File: src/rtl/pid_pkg.sv
package pid_pkg;
  localparam int unsigned RATE_W = 4;

  typedef struct packed {
    logic req;
    logic per;
  } pid_flags_t;

  // low codes reuse slower settings
  function automatic logic [RATE_W-1:0] eff_code(input logic [RATE_W-1:0] code);
    logic [RATE_W-1:0] e;
    e = code;
    if (code == RATE_W'(1)) e = RATE_W'(8);
    else if (code == RATE_W'(2)) e = RATE_W'(9);
    return e;
  endfunction
endpackage

File: src/rtl/pid_rate_dec.sv
module pid_rate_dec
  import pid_pkg::*;
#(
  parameter int unsigned CNT_W = 15
) (
  input  logic [RATE_W-1:0] rate_i,
  output logic              valid_o,
  output logic [CNT_W-1:0]  mask_o
);
  logic [RATE_W-1:0] eff;

  assign eff     = eff_code(rate_i);
  assign valid_o = (rate_i != '0);

  // mask = period - 1, period = 2^(eff-1)
  for (genvar b = 0; b < CNT_W; b++) begin : g_mask
    assign mask_o[b] = (32'(eff) > (b + 1));
  end
endmodule

File: src/rtl/pid_phase_cnt.sv
module pid_phase_cnt #(
  parameter int unsigned CNT_W = 15
) (
  input  logic             clk_i,
  input  logic             rst_ni,
  input  logic             tick_i,
  output logic [CNT_W-1:0] cnt_nxt_o
);
  logic [CNT_W-1:0] cnt_q;

  assign cnt_nxt_o = cnt_q + CNT_W'(1);

  always_ff @(posedge clk_i or negedge rst_ni) begin
    if (!rst_ni)     cnt_q <= '0;
    else if (tick_i) cnt_q <= cnt_nxt_o;
  end
endmodule

File: src/rtl/pid_event_gen.sv
module pid_event_gen #(
  parameter int unsigned CNT_W = 15
) (
  input  logic             clk_i,
  input  logic             rst_ni,
  input  logic             tick_i,
  input  logic             valid_i,
  input  logic [CNT_W-1:0] mask_i,
  input  logic [CNT_W-1:0] cnt_nxt_i,
  input  logic             irq_en_i,
  input  logic             pulse_en_i,
  output logic             fire_o,
  output logic             event_o,
  output logic             pulse_o
);
  logic run;
  logic event_q, pulse_q;

  assign run    = valid_i && (irq_en_i || pulse_en_i);
  assign fire_o = tick_i && run && ((cnt_nxt_i & mask_i) == '0);

  always_ff @(posedge clk_i or negedge rst_ni) begin
    if (!rst_ni) begin
      event_q <= 1'b0;
      pulse_q <= 1'b0;
    end else begin
      event_q <= fire_o;
      pulse_q <= fire_o && pulse_en_i;
    end
  end

  assign event_o = event_q;
  assign pulse_o = pulse_q;
endmodule

File: src/rtl/pid_flags.sv
module pid_flags
  import pid_pkg::*;
(
  input  logic       clk_i,
  input  logic       rst_ni,
  input  logic       fire_i,
  input  logic       irq_en_i,
  input  logic       clr_i,
  output logic [7:0] status_o,
  output logic       irq_o
);
  pid_flags_t flags_q, flags_d;

  always_comb begin
    flags_d = flags_q;
    if (clr_i) flags_d = '0;
    if (fire_i && irq_en_i) flags_d = '{req: 1'b1, per: 1'b1};
  end

  always_ff @(posedge clk_i or negedge rst_ni) begin
    if (!rst_ni) flags_q <= '0;
    else         flags_q <= flags_d;
  end

  assign status_o = {flags_q.req, flags_q.per, 6'b0};
  assign irq_o    = flags_q.req;
endmodule

File: src/rtl/periodic_irq_div.sv
module periodic_irq_div
  import pid_pkg::*;
#(
  parameter int unsigned CNT_W = 15
) (
  input  logic              clk_i,
  input  logic              rst_ni,
  input  logic              tick_i,
  input  logic [RATE_W-1:0] rate_i,
  input  logic              irq_en_i,
  input  logic              pulse_en_i,
  input  logic              clr_i,
  output logic              event_o,
  output logic              pulse_o,
  output logic              irq_o,
  output logic [7:0]        status_o
);
  logic             valid;
  logic [CNT_W-1:0] mask;
  logic [CNT_W-1:0] cnt_nxt;
  logic             fire;

  pid_rate_dec #(.CNT_W(CNT_W)) u_dec (
    .rate_i (rate_i),
    .valid_o(valid),
    .mask_o (mask)
  );

  pid_phase_cnt #(.CNT_W(CNT_W)) u_cnt (
    .clk_i    (clk_i),
    .rst_ni   (rst_ni),
    .tick_i   (tick_i),
    .cnt_nxt_o(cnt_nxt)
  );

  pid_event_gen #(.CNT_W(CNT_W)) u_evt (
    .clk_i     (clk_i),
    .rst_ni    (rst_ni),
    .tick_i    (tick_i),
    .valid_i   (valid),
    .mask_i    (mask),
    .cnt_nxt_i (cnt_nxt),
    .irq_en_i  (irq_en_i),
    .pulse_en_i(pulse_en_i),
    .fire_o    (fire),
    .event_o   (event_o),
    .pulse_o   (pulse_o)
  );

  pid_flags u_flg (
    .clk_i   (clk_i),
    .rst_ni  (rst_ni),
    .fire_i  (fire),
    .irq_en_i(irq_en_i),
    .clr_i   (clr_i),
    .status_o(status_o),
    .irq_o   (irq_o)
  );
endmodule

File: config.mk
export PLATFORM = sky130hd
export DESIGN_NAME = periodic_irq_div
export DESIGN_NICKNAME = d
export VERILOG_FILES = /design/src/rtl/pid_pkg.sv /design/src/rtl/pid_rate_dec.sv /design/src/rtl/pid_phase_cnt.sv /design/src/rtl/pid_event_gen.sv /design/src/rtl/pid_flags.sv /design/src/rtl/periodic_irq_div.sv
export SDC_FILE = /design/constraint.sdc
export NUM_CORES = 1
export LEC_CHECK = 0
export BUFFER_PORTS_ARGS = -buffer_cell sky130_fd_sc_hd__buf_2
export CORE_UTILIZATION = 50
export DETAILED_ROUTE_END_ITERATION = 8
export GPL_TIMING_DRIVEN = 0
export PLACE_DENSITY = 0.72
export SYNTH_ARGS = -nofsm -noshare
export SYNTH_HDL_FRONTEND = slang
export SYNTH_HIERARCHICAL = 1
export SYNTH_SLANG_ARGS = --single-unit
File: constraint.sdc
create_clock -name clk_i -period 3.8 [get_ports clk_i]
set_input_delay 0.38 -clock clk_i [delete_from_list [all_inputs] [get_ports clk_i]]
set_output_delay 0.38 -clock clk_i [all_outputs]
set_load 0.05 [all_outputs]
==> reports/qor_table.md, run 1 <==
| Result | This run |
|:---|:---|
| Outcome | finished clean |
| Peak supply drop | 0.394 mV |
| Die Outline Area | 0.00291 mm2 |
| Total number of vias | 1,116 |
| Total iterations of the first detailed-routing run | 4 |
| HPWL reported at the end of detailed placement | 1920 um |
| Post-Synth Adder-Cell Area | 0.00928 |
| Kind of launch point of the worst setup path | flip-flop |
| Number of global-route vias before repair | 956 |
| Per-cell via count in the routed design | 5.58 |
| Worst-Skew Late Latency | 0.29 ns |
| CTS tree | yes |
| Number of hold violations in the final report | 0 |
| Count of clock tree sinks | 18 |
| Wire length reported by the detailed router | 2550 um |
| Post-CTS setup buffer count | 0 |
| Classification of the worst setup path | reg -> reg |
| Gate power share | 0.483 |
| Peak fanout along the critical path | 8 |
| Number of distinct standard cells referenced by the synthesized netlist | 33 |
| Max-cap violations | 0 |
| Initial Util | 0.535 |
| Net switching power of the design | 297 uW |
| Compound-Gate Fraction of Synth Area | 0.0900 |
| Type of element capturing the critical path | flip-flop |
| Most common cell after layout, fill and taps aside | sky130_fd_sc_hd__dfrtp_1 |
| Worst hold path type | in -> async |
| Hold-fix buffers at CTS | 0 |
| Post-route clock skew | 0.00198 ns |
| Clock root buffer master | sky130_fd_sc_hd__clkbuf_4 |
| Cell area after technology mapping | 0.00135 mm2 |
| H-tree levels | 1 |
| Die height | 53.9 um |
| Switching share of power | 0.426 |
| Data arrival, critical path | 2.69 ns |
| Pin count of the biggest net entering global routing | 19 |
| Drt initial violations | 34 |
| Ratio of cells with drive above 1 in the final layout | 0.235 |
| Final layout net count | 183 |
| Number of I/O pins | 21 |
| Final setup violating endpoints | 0 |
| Proportion of synthesized chip area in sequential cells | 0.334 |
| Leftover overflow at the end of global routing | 0 |
| PortBufs | 11 |
| Synthesized-area fraction occupied by xor and xnor cells | 0.188 |
| Clock transition at the register clock pins on the worst setup and hold paths after CTS | 0.10 ns |
| Weighted congestion at the end of routability-driven global placement | 0.804 |
| Post-synthesis average cell area | 8.93 um2 |
| Simple logic cell fraction of the synthesized area | 0.248 |
| # DRC | 0 |
| Clock network power share | 0.132 |
| Internal power summed over all cells | 400 uW |
| Total routing resource utilization after global routing | 0.201 |
| WL per Instance | 12.8 um |
| Number of clock buffers inserted by TritonCTS | 3 |
| Number of antenna violations at the first check in global routing | 0 |
| Max-slew violation count | 0 |
| Synthesis warning total | 6 |
| Dominant combinational cell family by area after synthesis | simple AND/OR/NAND/NOR gates |
| Global-route wire length before repair | 4110 um |
| Highest-count cells in the layout ignoring fill and taps | sky130_fd_sc_hd__dfrtp_1, sky130_fd_sc_hd__buf_2, sky130_fd_sc_hd__nand2_1 |
| Synthesized instance count | 151 |
| Crit path required time | 4.02 ns |
| Share of the cycle needed by the critical path after routing | 0.648 |
| P&R area growth vs syn | 9.93% |
| Cell area power density | 470 mW/mm2 |
| Flip-flop and latch count after synthesis | 18 |
| Relative contribution of sequential cells to total power | 0.385 |
| Horizontal die dimension | 53.9 um |
| Site Rows | 18 |
| Placeable core region | 0.00252 mm2 |
| Diodes inserted | 0 |
| DRT antenna net count | 0 |
| Unrepaired setup endpoints after global routing | no |
| Longest Clk Path Bufs | 2 |
| CTS resizes | 0 |
| Post-route total power | 698 uW |
| Sum of negative setup slack | 0 ns |
| Leak Pwr | 0.741 nW |
| Count of fill cells added during filler insertion | 230 |
| Mux share of post-synthesis cell area | 0.0167 |
| Final Critical Period | 2.46 ns |
| Fmax achieved | 0.406 GHz |
==> kinds of logic after synthesis <==
kind of cell    after synthesis
flops                        18
other cells                   2
buf+inv                      24
compound gates               16
mux                           2
fa+ha+maj                     1
simple gates                 59
xor+xnor                     29
==> cells in the mapped netlist <==
library cell,n,share of area
sky130_fd_sc_hd__and2_1,2,0.0093
sky130_fd_sc_hd__and3_2,1,0.0056
sky130_fd_sc_hd__buf_1,1,0.0028
sky130_fd_sc_hd__a21oi_1,1,0.0037
sky130_fd_sc_hd__buf_4,9,0.050
sky130_fd_sc_hd__buf_6,2,0.017
sky130_fd_sc_hd__a22oi_1,7,0.039
sky130_fd_sc_hd__xor2_1,14,0.091
sky130_fd_sc_hd__nor3_1,3,0.011
sky130_fd_sc_hd__and4_1,1,0.0065
sky130_fd_sc_hd__and4_2,1,0.0074
sky130_fd_sc_hd__mux2_2,2,0.017
sky130_fd_sc_hd__nor4_2,2,0.019
sky130_fd_sc_hd__nand4_2,1,0.0093
sky130_fd_sc_hd__nand4_1,9,0.042
sky130_fd_sc_hd__ha_1,1,0.0093
sky130_fd_sc_hd__a221o_1,1,0.0074
sky130_fd_sc_hd__inv_1,5,0.014
sky130_fd_sc_hd__nand3_1,6,0.022
sky130_fd_sc_hd__nand4_4,1,0.016
sky130_fd_sc_hd__buf_2,6,0.022
sky130_fd_sc_hd__o21bai_1,3,0.017
sky130_fd_sc_hd__o21a_1,2,0.011
sky130_fd_sc_hd__conb_1,2,0.0056
sky130_fd_sc_hd__nor2_1,10,0.028
sky130_fd_sc_hd__and3_1,2,0.0093
sky130_fd_sc_hd__nand2_1,16,0.045
sky130_fd_sc_hd__xnor2_1,15,0.097
sky130_fd_sc_hd__dfrtp_1,18,0.33
sky130_fd_sc_hd__nor4_1,4,0.019
sky130_fd_sc_hd__o21ai_2,1,0.0065
sky130_fd_sc_hd__a21boi_0,1,0.0056
sky130_fd_sc_hd__clkbuf_1,1,0.0028
==> flip-flops by register name, summed over array words and instances, names as in the netlist <==
| name | cells |
|---|---|
| u_cnt/cnt_q | 15 |
| u_evt/event_o | 1 |
| u_flg/irq_o | 1 |
| u_evt/pulse_o | 1 |
==> metal layers <==
metal / GRT usage / up-vias / part of all wire
met3: 0.0339 / 4 / 0.049
met5: 0 / - / 0
met1: 0.248 / 531 / 0.46
li1: - / 543 / -
met2: 0.342 / 38 / 0.48
met4: 0.0877 / 0 / 0.0098
==> layout make-up <==
type                            count  area, um2  area share
Timing Repair Buffer               11       55.1      0.0371
Tap cell                           30       37.5      0.0253
Clock buffer                        3       22.5      0.0152
Buffer                             19        128      0.0861
Sequential cell                    18        450       0.304
Multi-Input combinational cell    114        771       0.520
Inverter                            5       18.8      0.0127
==> power groups by stage <==
stage / combinational, mW / sequential (mW) / clock [mW]
after global placement: 0.326 / 0.269 / 0
final: 0.337 / 0.268 / 0.0922
after detailed placement: 0.331 / 0.273 / 0
after floorplan: 0.260 / 0.280 / 0
after CTS: 0.334 / 0.268 / 0.0966
after global routing: 0.368 / 0.276 / 0.108
==> worst max-delay path, stage by stage, from the launching register on <==
cell,delay (ns)
sky130_fd_sc_hd__dfrtp_1,0.45
sky130_fd_sc_hd__ha_1,0.35
sky130_fd_sc_hd__and4_2,0.26
sky130_fd_sc_hd__buf_2,0.17
sky130_fd_sc_hd__nand4_1,0.13
sky130_fd_sc_hd__xnor2_1,0.16
sky130_fd_sc_hd__a22oi_1,0.19
sky130_fd_sc_hd__nand2_1,0.09
sky130_fd_sc_hd__nor4_2,0.31
sky130_fd_sc_hd__o21a_1,0.18
sky130_fd_sc_hd__nand2_1,0.06
sky130_fd_sc_hd__o21ai_2,0.05
==> path summary, 6_finish.rpt <==
path | to | from | slack, ns | cells after the start
max in group asynchronous | u_cnt/cnt_q[10] | rst_ni | 3.51 | 1
worst max register to register | u_flg/irq_o | u_cnt/cnt_q[0] | 1.34 | 11
worst min register to register | u_cnt/cnt_q[14] | u_cnt/cnt_q[14] | 0.50 | 1
min in group clk_i | u_flg/irq_o | clr_i | 0.25 | 2
worst min-delay path | u_cnt/cnt_q[14] | rst_ni | 0.005 | 1
worst max-delay path | u_flg/irq_o | u_cnt/cnt_q[0] | 1.34 | 11
==> through the flow <==
| step | std cells | setup slack [ns] | utilization | hold slack, ns | instance area, um2 |
|---|---|---|---|---|---|
| floorplan | 156 | 1.67 | - | 0.0844 | 1370 |
| global placement | 197 | 1.44 | 0.579 | 0.326 | 1460 |
| detailed placement | 197 | 1.39 | 0.579 | 0.336 | 1460 |
| CTS | 200 | 1.35 | 0.588 | 0.0146 | 1480 |
| global route | 200 | 1.22 | 0.588 | 0.0212 | 1480 |
| finish | 200 | 1.34 | 0.588 | 0.00515 | 1480 |
Power figures use the tool's default switching activity.
==> run 2, diff against run 1 <==
--- a/config.mk
+++ b/config.mk
@@ -9,7 +9,7 @@
 export CORE_UTILIZATION = 50
 export DETAILED_ROUTE_END_ITERATION = 8
 export GPL_TIMING_DRIVEN = 0
-export PLACE_DENSITY = 0.72
+export PLACE_DENSITY = 0.74
 export SYNTH_ARGS = -nofsm -noshare
 export SYNTH_HDL_FRONTEND = slang
 export SYNTH_HIERARCHICAL = 1
==> constraint.sdc (replaced) <==
create_clock -name clk_i -period 2.02 [get_ports clk_i]
set_input_delay 0.202 -clock clk_i [delete_from_list [all_inputs] [get_ports clk_i]]
set_output_delay 0.202 -clock clk_i [all_outputs]
set_load 0.05 [all_outputs]
==> run 2 against run 1 <==
Design area is 11% higher. Sequential share of layout area fell by 2.8 points. Die area unchanged. Largest power group unchanged. First-iteration DRC count grew 2.9%. Via count rose by 2.9%. Register-to-register slack got worse by 1.3 ns. Power up 110%. Worst hold slack improved by 0.064 ns. Core utilization grew 6.3 points. Highest routed layer unchanged. Wire length rose by 8.2%.
==> reports/qor_table.md, run 2 (synthesized netlist as in run 1, its figures left out) <==
| Result | This run | vs previous |
|:---|:---|:---|
| HPWL reported at the end of detailed placement | 1840 um | was 1920 um |
| Final Critical Period | 1.96 ns | was 2.46 ns |
| Longest Clk Path Bufs | 2 | unchanged |
| Clock root buffer master | sky130_fd_sc_hd__clkbuf_4 | unchanged |
| Unrepaired setup endpoints after global routing | yes | was no |
| Final layout net count | 194 | was 183 |
| Diodes inserted | 0 | unchanged |
| Final worst-path setup slack | 0.0590 ns | was 1.34 ns |
| Number of clock buffers inserted by TritonCTS | 3 | unchanged |
| Kind of launch point of the worst setup path | flip-flop | unchanged |
| Relative contribution of sequential cells to total power | 0.349 | was 0.385 |
| Post-route clock skew | 0.00243 ns | was 0.00198 ns |
| Worst-path cell with the longest stage delay | sky130_fd_sc_hd__dfrtp_1 | unchanged |
| Count of clock tree sinks | 18 | unchanged |
| Horizontal die dimension | 53.9 um | unchanged |
| Leak Pwr | 0.811 nW | was 0.741 nW |
| WL per Instance | 13.1 um | was 12.8 um |
| Max reg flops | 15 | unchanged |
| Initial Util | 0.535 | unchanged |
| Clock network power share | 0.115 | was 0.132 |
| Total number of vias | 1,148 | was 1,116 |
| Number of global-route vias before repair | 952 | was 956 |
| PortBufs | 11 | unchanged |
| Weighted congestion at the end of routability-driven global placement | 0.798 | was 0.804 |
| Wire length reported by the detailed router | 2760 um | was 2550 um |
| H-tree levels | 1 | unchanged |
| Crit path required time | 2.24 ns | was 4.02 ns |
| Fmax achieved | 0.510 GHz | was 0.406 GHz |
| Crit path cell chain | buf_2 > nand4_4 > nor3_2 > xor2_1 > a22oi_1 > nand2_1 > nor4_2 > o21a_1 > nand2_1 > o21ai_2 | was ha_1 > and4_2 > buf_2 > nand4_1 > xnor2_1 > a22oi_1 > nand2_1 > nor4_2 > o21a_1 > nand2_1 > o21ai_2 |
| DRT antenna net count | 0 | unchanged |
| Die height | 53.9 um | unchanged |
| Per-cell via count in the routed design | 5.44 | was 5.58 |
| Post-place instance area | 0.00148 mm2 | was 0.00146 mm2 |
| Length in cells of the worst reg-to-reg path | 10 | was 11 |
| Number of I/O pins | 21 | unchanged |
| Number of antenna violations at the first check in global routing | 0 | unchanged |
| Leftover overflow at the end of global routing | 0 | unchanged |
| Sum of negative setup slack | 0 ns | unchanged |
| Number of hold violations in the final report | 0 | unchanged |
| Worst R2R Setup Slack | 0.06 ns | was 1.34 ns |
| Ratio of cells with drive above 1 in the final layout | 0.326 | was 0.235 |
| Cell area power density | 911 mW/mm2 | was 470 mW/mm2 |
| Total routing resource utilization after global routing | 0.202 | was 0.201 |
| Gate power share | 0.536 | was 0.483 |
| Largest stage delay, worst path | 0.33 ns | was 0.45 ns |
| Final setup violating endpoints | 0 | unchanged |
| Max-slew violation count | 0 | unchanged |
| Classification of the worst setup path | reg -> reg | unchanged |
| Most common cell after layout, fill and taps aside | sky130_fd_sc_hd__buf_4 | was sky130_fd_sc_hd__dfrtp_1 |
| Switching share of power | 0.424 | was 0.426 |
| Worst hold path type | in -> reg | was in -> async |
| Highest-count cells in the layout ignoring fill and taps | sky130_fd_sc_hd__buf_4, sky130_fd_sc_hd__dfrtp_1, sky130_fd_sc_hd__nand2_1, sky130_fd_sc_hd__xnor2_1, sky130_fd_sc_hd__xor2_1 | was sky130_fd_sc_hd__dfrtp_1, sky130_fd_sc_hd__buf_2, sky130_fd_sc_hd__nand2_1 |
| Count of placed standard cells in the final layout, fillers left out | 211 | was 200 |
| Peak fanout along the critical path | 7 | was 8 |
| Clock transition at the register clock pins on the worst setup and hold paths after CTS | 0.09 ns | was 0.10 ns |
| Data arrival, critical path | 2.18 ns | was 2.69 ns |
| End of the critical path | u_flg/irq_o | unchanged |
| Net switching power of the design | 634 uW | was 297 uW |
| Outcome | finished clean | unchanged |
| Share of the cycle needed by the critical path after routing | 0.971 | was 0.648 |
| Post-route cell area | 0.00164 mm2 | was 0.00148 mm2 |
| Site Rows | 18 | unchanged |
| Setup slack at placement | -0.156 ns | was 1.39 ns |
| Worst-Skew Late Latency | 0.29 ns | about the same |
| Drt initial violations | 35 | was 34 |
| Die Outline Area | 0.00291 mm2 | unchanged |
| CTS tree | yes | unchanged |
| P&R area growth vs syn | 21.6% | was 9.93% |
| R2r endpoint | u_flg/irq_o | unchanged |
| # DRC | 0 | unchanged |
| Register with the most flip-flops | u_cnt/cnt_q | unchanged |
| Type of element capturing the critical path | flip-flop | unchanged |
| Global-route wire length before repair | 4200 um | was 4110 um |
| Placed cell count | 197 | unchanged |
| Reg-to-reg critical path startpoint | u_cnt/cnt_q[6] | was u_cnt/cnt_q[0] |
| Peak supply drop | 0.767 mV | was 0.394 mV |
| Placeable core region | 0.00252 mm2 | unchanged |
| Critical path's most frequent cell | sky130_fd_sc_hd__nand2_1 | unchanged |
| Max-cap violations | 0 | unchanged |
| Post-route total power | 1.49 mW | was 698 uW |
| Total iterations of the first detailed-routing run | 4 | unchanged |
| Startpoint of the worst setup timing path | u_cnt/cnt_q[6] | was u_cnt/cnt_q[0] |
| Pin count of the biggest net entering global routing | 19 | unchanged |
| Internal power summed over all cells | 861 uW | was 400 uW |
[run 2: critical path, delay by kind of cell, from the launching register on]
family                 cells  cell delay, ns
buffers and inverters      1            0.20
AND/OR/NAND/NOR            5            0.87
flip-flops                 1            0.33
AO/OA/AOI/OAI              3            0.40
XOR/XNOR                   1            0.09
[run 2: timing repair]
item | in CTS | in global routing
hold buffers | 1 | 0
gates cloned | 0 | 1
endpoints found under the hold margin | 18 | 0
resized for setup | 8 | 6
endpoints found under the setup margin | 3 | 3
setup buffers | 6 | 4
pin swaps | 6 | 7
[run 2: worst min path at each step]
| stage | startpoint | end | slack, ns | depth (start not counted) |
|---|---|---|---|---|
| 2_1_floorplan | rst_ni | u_cnt/cnt_q[0] | -0.09 | 0 |
| 3_3_place_gp | rst_ni | u_flg/irq_o | 0.15 | 1 |
| 3_5_place_dp | rst_ni | u_evt/event_o | 0.16 | 1 |
| 4_1_cts | clr_i | u_flg/irq_o | 0.06 | 2 |
| 5_1_grt | clr_i | u_flg/irq_o | 0.06 | 2 |
| 6_report | clr_i | u_flg/irq_o | 0.07 | 2 |
[run 2: stage by stage]
step / hold slack [ns] / utilization
after CTS: 0.0612 / 0.623
after global routing: 0.0587 / 0.650
after floorplan: -0.0936 / -
after detailed placement: 0.160 / 0.585
after global placement: 0.152 / 0.585
final: 0.0694 / 0.650
[run 2: cell type report]
type                       instances  area (um2)
buffer                            18         131
clock buffer                       3        22.5
fill                             190         882
inverter                           5        18.8
multi-input combinational        115         837
sequential                        18         453
tap                               30        37.5
timing repair buffer              22         140
[run 2: power by group through the flow]
stage                     clock network, mW  logic (mW)  registers [mW]
after global routing                  0.197       0.870           0.532
after global placement                    0       0.638           0.519
after CTS                             0.184       0.744           0.511
after floorplan                           0       0.509           0.535
after detailed placement                  0       0.646           0.524
final                                 0.172       0.801           0.521
[run 2: layer usage]
| layer | part of all wire | vias up | global-route usage |
|---|---|---|---|
| met5 | 0 | - | 0 |
| met2 | 0.50 | 37 | 0.335 |
| met1 | 0.44 | 532 | 0.254 |
| li1 | - | 575 | - |
| met3 | 0.046 | 4 | 0.0424 |
| met4 | 0.0083 | 0 | 0.0789 |
==> run 3, diff against run 2 <==
--- a/config.mk
+++ b/config.mk
@@ -5,11 +5,11 @@
 export SDC_FILE = /design/constraint.sdc
 export NUM_CORES = 1
 export LEC_CHECK = 0
-export BUFFER_PORTS_ARGS = -buffer_cell sky130_fd_sc_hd__buf_2
 export CORE_UTILIZATION = 50
 export DETAILED_ROUTE_END_ITERATION = 8
+export DONT_BUFFER_PORTS = 1
 export GPL_TIMING_DRIVEN = 0
-export PLACE_DENSITY = 0.74
+export PLACE_DENSITY = 0.68
 export SYNTH_ARGS = -nofsm -noshare
 export SYNTH_HDL_FRONTEND = slang
 export SYNTH_HIERARCHICAL = 1
==> run 3 against run 2 <==
The run now ends with setup timing left. Worst hold slack got worse by 0.043 ns. Clock skew decreased by 0.0012 ns. Final cell count decreased by 5.7%. Maximum frequency decreased by 5.6%. Sequential power increased by 3%. Power decreased by 1.0%. Global-route usage increased by 0.56 points. Critical path depth increased by 1. Core utilization decreased by 2.1 points. Setup slack got worse by 0.12 ns. Combinational power decreased by 4.6%. Critical endpoint unchanged.
==> reports/qor_table.md, run 3 (synthesized netlist as in run 1, its figures left out) <==
| Result | This run | vs previous |
|:---|:---|:---|
| Outcome | finished, violations left | was finished clean |
| Failing checks | setup timing |  |
| Highest-count cells in the layout ignoring fill and taps | sky130_fd_sc_hd__dfrtp_1, sky130_fd_sc_hd__buf_4, sky130_fd_sc_hd__nand2_1 | was sky130_fd_sc_hd__buf_4, sky130_fd_sc_hd__dfrtp_1, sky130_fd_sc_hd__nand2_1, sky130_fd_sc_hd__xnor2_1, sky130_fd_sc_hd__xor2_1 |
| Final layout net count | 182 | was 194 |
| Reg-to-reg critical path startpoint | u_cnt/cnt_q[1] | was u_cnt/cnt_q[6] |
| Worst-path cell with the longest stage delay | sky130_fd_sc_hd__dfrtp_1 | unchanged |
| Ratio of cells with drive above 1 in the final layout | 0.278 | was 0.326 |
| Clock transition at the register clock pins on the worst setup and hold paths after CTS | 0.10 ns | was 0.09 ns |
| Count of clock tree sinks | 18 | unchanged |
| Most common cell after layout, fill and taps aside | sky130_fd_sc_hd__dfrtp_1 | was sky130_fd_sc_hd__buf_4 |
| Initial Util | 0.535 | unchanged |
| Die height | 53.9 um | unchanged |
| Wire length reported by the detailed router | 2840 um | was 2760 um |
| Largest stage delay, worst path | 0.43 ns | was 0.33 ns |
| Unrepaired setup endpoints after global routing | yes | unchanged |
| Drt initial violations | 22 | was 35 |
| Peak supply drop | 0.852 mV | was 0.767 mV |
| Number of hold violations in the final report | 0 | unchanged |
| Data arrival, critical path | 2.30 ns | was 2.18 ns |
| Hold-critical path depth | 1 | was 2 |
| Kind of launch point of the worst setup path | flip-flop | unchanged |
| Die Outline Area | 0.00291 mm2 | unchanged |
| Global-route wire length before repair | 4280 um | was 4200 um |
| Share of the cycle needed by the critical path after routing | 1.03 | was 0.971 |
| DRT antenna net count | 0 | unchanged |
| CTS tree | yes | unchanged |
| Worst hold path endpoint | u_evt/pulse_o | was u_flg/irq_o |
| Leak Pwr | 0.781 nW | was 0.811 nW |
| Number of I/O pins | 21 | unchanged |
| Total iterations of the first detailed-routing run | 4 | unchanged |
| Type of element capturing the critical path | flip-flop | unchanged |
| Classification of the worst setup path | reg -> reg | unchanged |
| Max-slew violation count | 0 | unchanged |
| Total number of vias | 1,092 | was 1,148 |
| Final worst-path setup slack | -0.0572 ns | was 0.0590 ns |
| Number of global-route vias before repair | 980 | was 952 |
| Weighted congestion at the end of routability-driven global placement | 0.772 | was 0.798 |
| Critical path's most frequent cell | sky130_fd_sc_hd__nand2_1 | unchanged |
| HPWL reported at the end of detailed placement | 1940 um | was 1840 um |
| Clock root buffer master | sky130_fd_sc_hd__clkbuf_4 | unchanged |
| Final Critical Period | 2.08 ns | was 1.96 ns |
| R2r endpoint | u_flg/irq_o | unchanged |
| Fmax achieved | 0.481 GHz | was 0.510 GHz |
| Count of placed standard cells in the final layout, fillers left out | 199 | was 211 |
| Diodes inserted | 0 | unchanged |
| Site Rows | 18 | unchanged |
| Register with the most flip-flops | u_cnt/cnt_q | unchanged |
| Post-route clock skew | 0.00126 ns | was 0.00243 ns |
| Placed cell count | 186 | was 197 |
| Cell area power density | 933 mW/mm2 | was 911 mW/mm2 |
| WL per Instance | 14.3 um | was 13.1 um |
| PortBufs | 0 | was 11 |
| Setup slack at placement | -0.186 ns | was -0.156 ns |
| Peak fanout along the critical path | 3 | was 7 |
| Max reg flops | 15 | unchanged |
| Max_slew headroom | 0.426 |  |
| Final setup violating endpoints | 2 | was 0 |
| Transition time at the pin with the least slew margin | 0.858 ns |  |
| Leftover overflow at the end of global routing | 0 | unchanged |
| Crit path required time | 2.24 ns | about the same |
| Worst Hold Launch | pulse_en_i | was clr_i |
| H-tree levels | 1 | unchanged |
| P&R area growth vs syn | 17.6% | was 21.6% |
| Pin count of the biggest net entering global routing | 19 | unchanged |
| Longest Clk Path Bufs | 2 | unchanged |
| Total routing resource utilization after global routing | 0.208 | was 0.202 |
| # DRC | 0 | unchanged |
| Worst hold path type | in -> reg | unchanged |
| Number of clock buffers inserted by TritonCTS | 3 | unchanged |
| Crit path cell chain | ha_4 > and4_4 > buf_6 > nand2_4 > xnor2_2 > a22oi_1 > nand2_1 > nor4_2 > o21a_1 > nand2_1 > o21ai_2 | was buf_2 > nand4_4 > nor3_2 > xor2_1 > a22oi_1 > nand2_1 > nor4_2 > o21a_1 > nand2_1 > o21ai_2 |
| Max-cap violations | 0 | unchanged |
| Worst-Skew Late Latency | 0.29 ns | about the same |
| Horizontal die dimension | 53.9 um | unchanged |
| Length in cells of the worst reg-to-reg path | 11 | was 10 |
| Placeable core region | 0.00252 mm2 | unchanged |
| Per-cell via count in the routed design | 5.49 | was 5.44 |
| Worst R2R Setup Slack | -0.06 ns | was 0.06 ns |
| Number of antenna violations at the first check in global routing | 0 | unchanged |
[run 3: worst max-delay path by stage]
| stage | from | to | slack [ns] |
|---|---|---|---|
| after CTS | u_cnt/cnt_q[1] | u_flg/irq_o | -0.07 |
| final | u_cnt/cnt_q[1] | u_flg/irq_o | -0.06 |
| after global routing | u_cnt/cnt_q[1] | u_flg/irq_o | -0.19 |
| after global placement | u_cnt/cnt_q[0] | u_flg/irq_o | -0.15 |
| after detailed placement | u_cnt/cnt_q[0] | u_flg/irq_o | -0.19 |
| after floorplan | u_cnt/cnt_q[0] | u_flg/irq_o | 0.05 |
[run 3: per-layer routing]
metal,up-vias,share of wire,GRT usage
met1,523,0.43,0.247
li1,536,-,-
met3,2,0.035,0.0282
met2,31,0.52,0.366
met5,-,0,0
met4,0,0.0088,0.0965
[run 3: cell type report]
class                   instances  area (um2)
inverters                       5        18.8
well taps                      30        37.5
multi-input cells             114         837
plain buffers                  18         124
clock buffers                   3        22.5
repair buffers                 11        95.1
flip-flops and latches         18         452
fillers                       221         936
[run 3: through the flow]
step / power, mW / utilization / instance area, um2 / setup TNS, ns / hold slack (ns)
2_1_floorplan: 1.04 / - / 1380 / 0 / -0.0936
3_3_place_gp: 1.14 / 0.563 / 1420 / -0.219 / -0.0932
4_1_cts: 1.43 / 0.608 / 1530 / -0.109 / 0.0189
5_1_grt: 1.58 / 0.629 / 1590 / -0.325 / 0.0118
3_5_place_dp: 1.15 / 0.563 / 1420 / -0.259 / -0.0934
6_report: 1.48 / 0.629 / 1590 / -0.0646 / 0.0265
[run 3: critical path: cells and delay by family, from the launching register on]
family,cells,cell delay (ns)
compound gates,3,0.40
simple gates,5,0.74
xor+xnor,1,0.14
flops,1,0.43
fa+ha+maj,1,0.17
buf+inv,1,0.10
[run 3: timing repair]
item / in CTS / in global routing
hold buffers: 2 / 0
pin swaps: 5 / 8
buffers inserted: 7 / 2
resized for setup: 5 / 11
setup endpoints to repair: 3 / 3
hold endpoints to repair: 19 / 0
[run 3: report_power, final]
group          total (mW)  internal (mW)  switching (mW)
clock               0.179         0.0695           0.110
combinational       0.764          0.338           0.426
sequential          0.536          0.438          0.0982
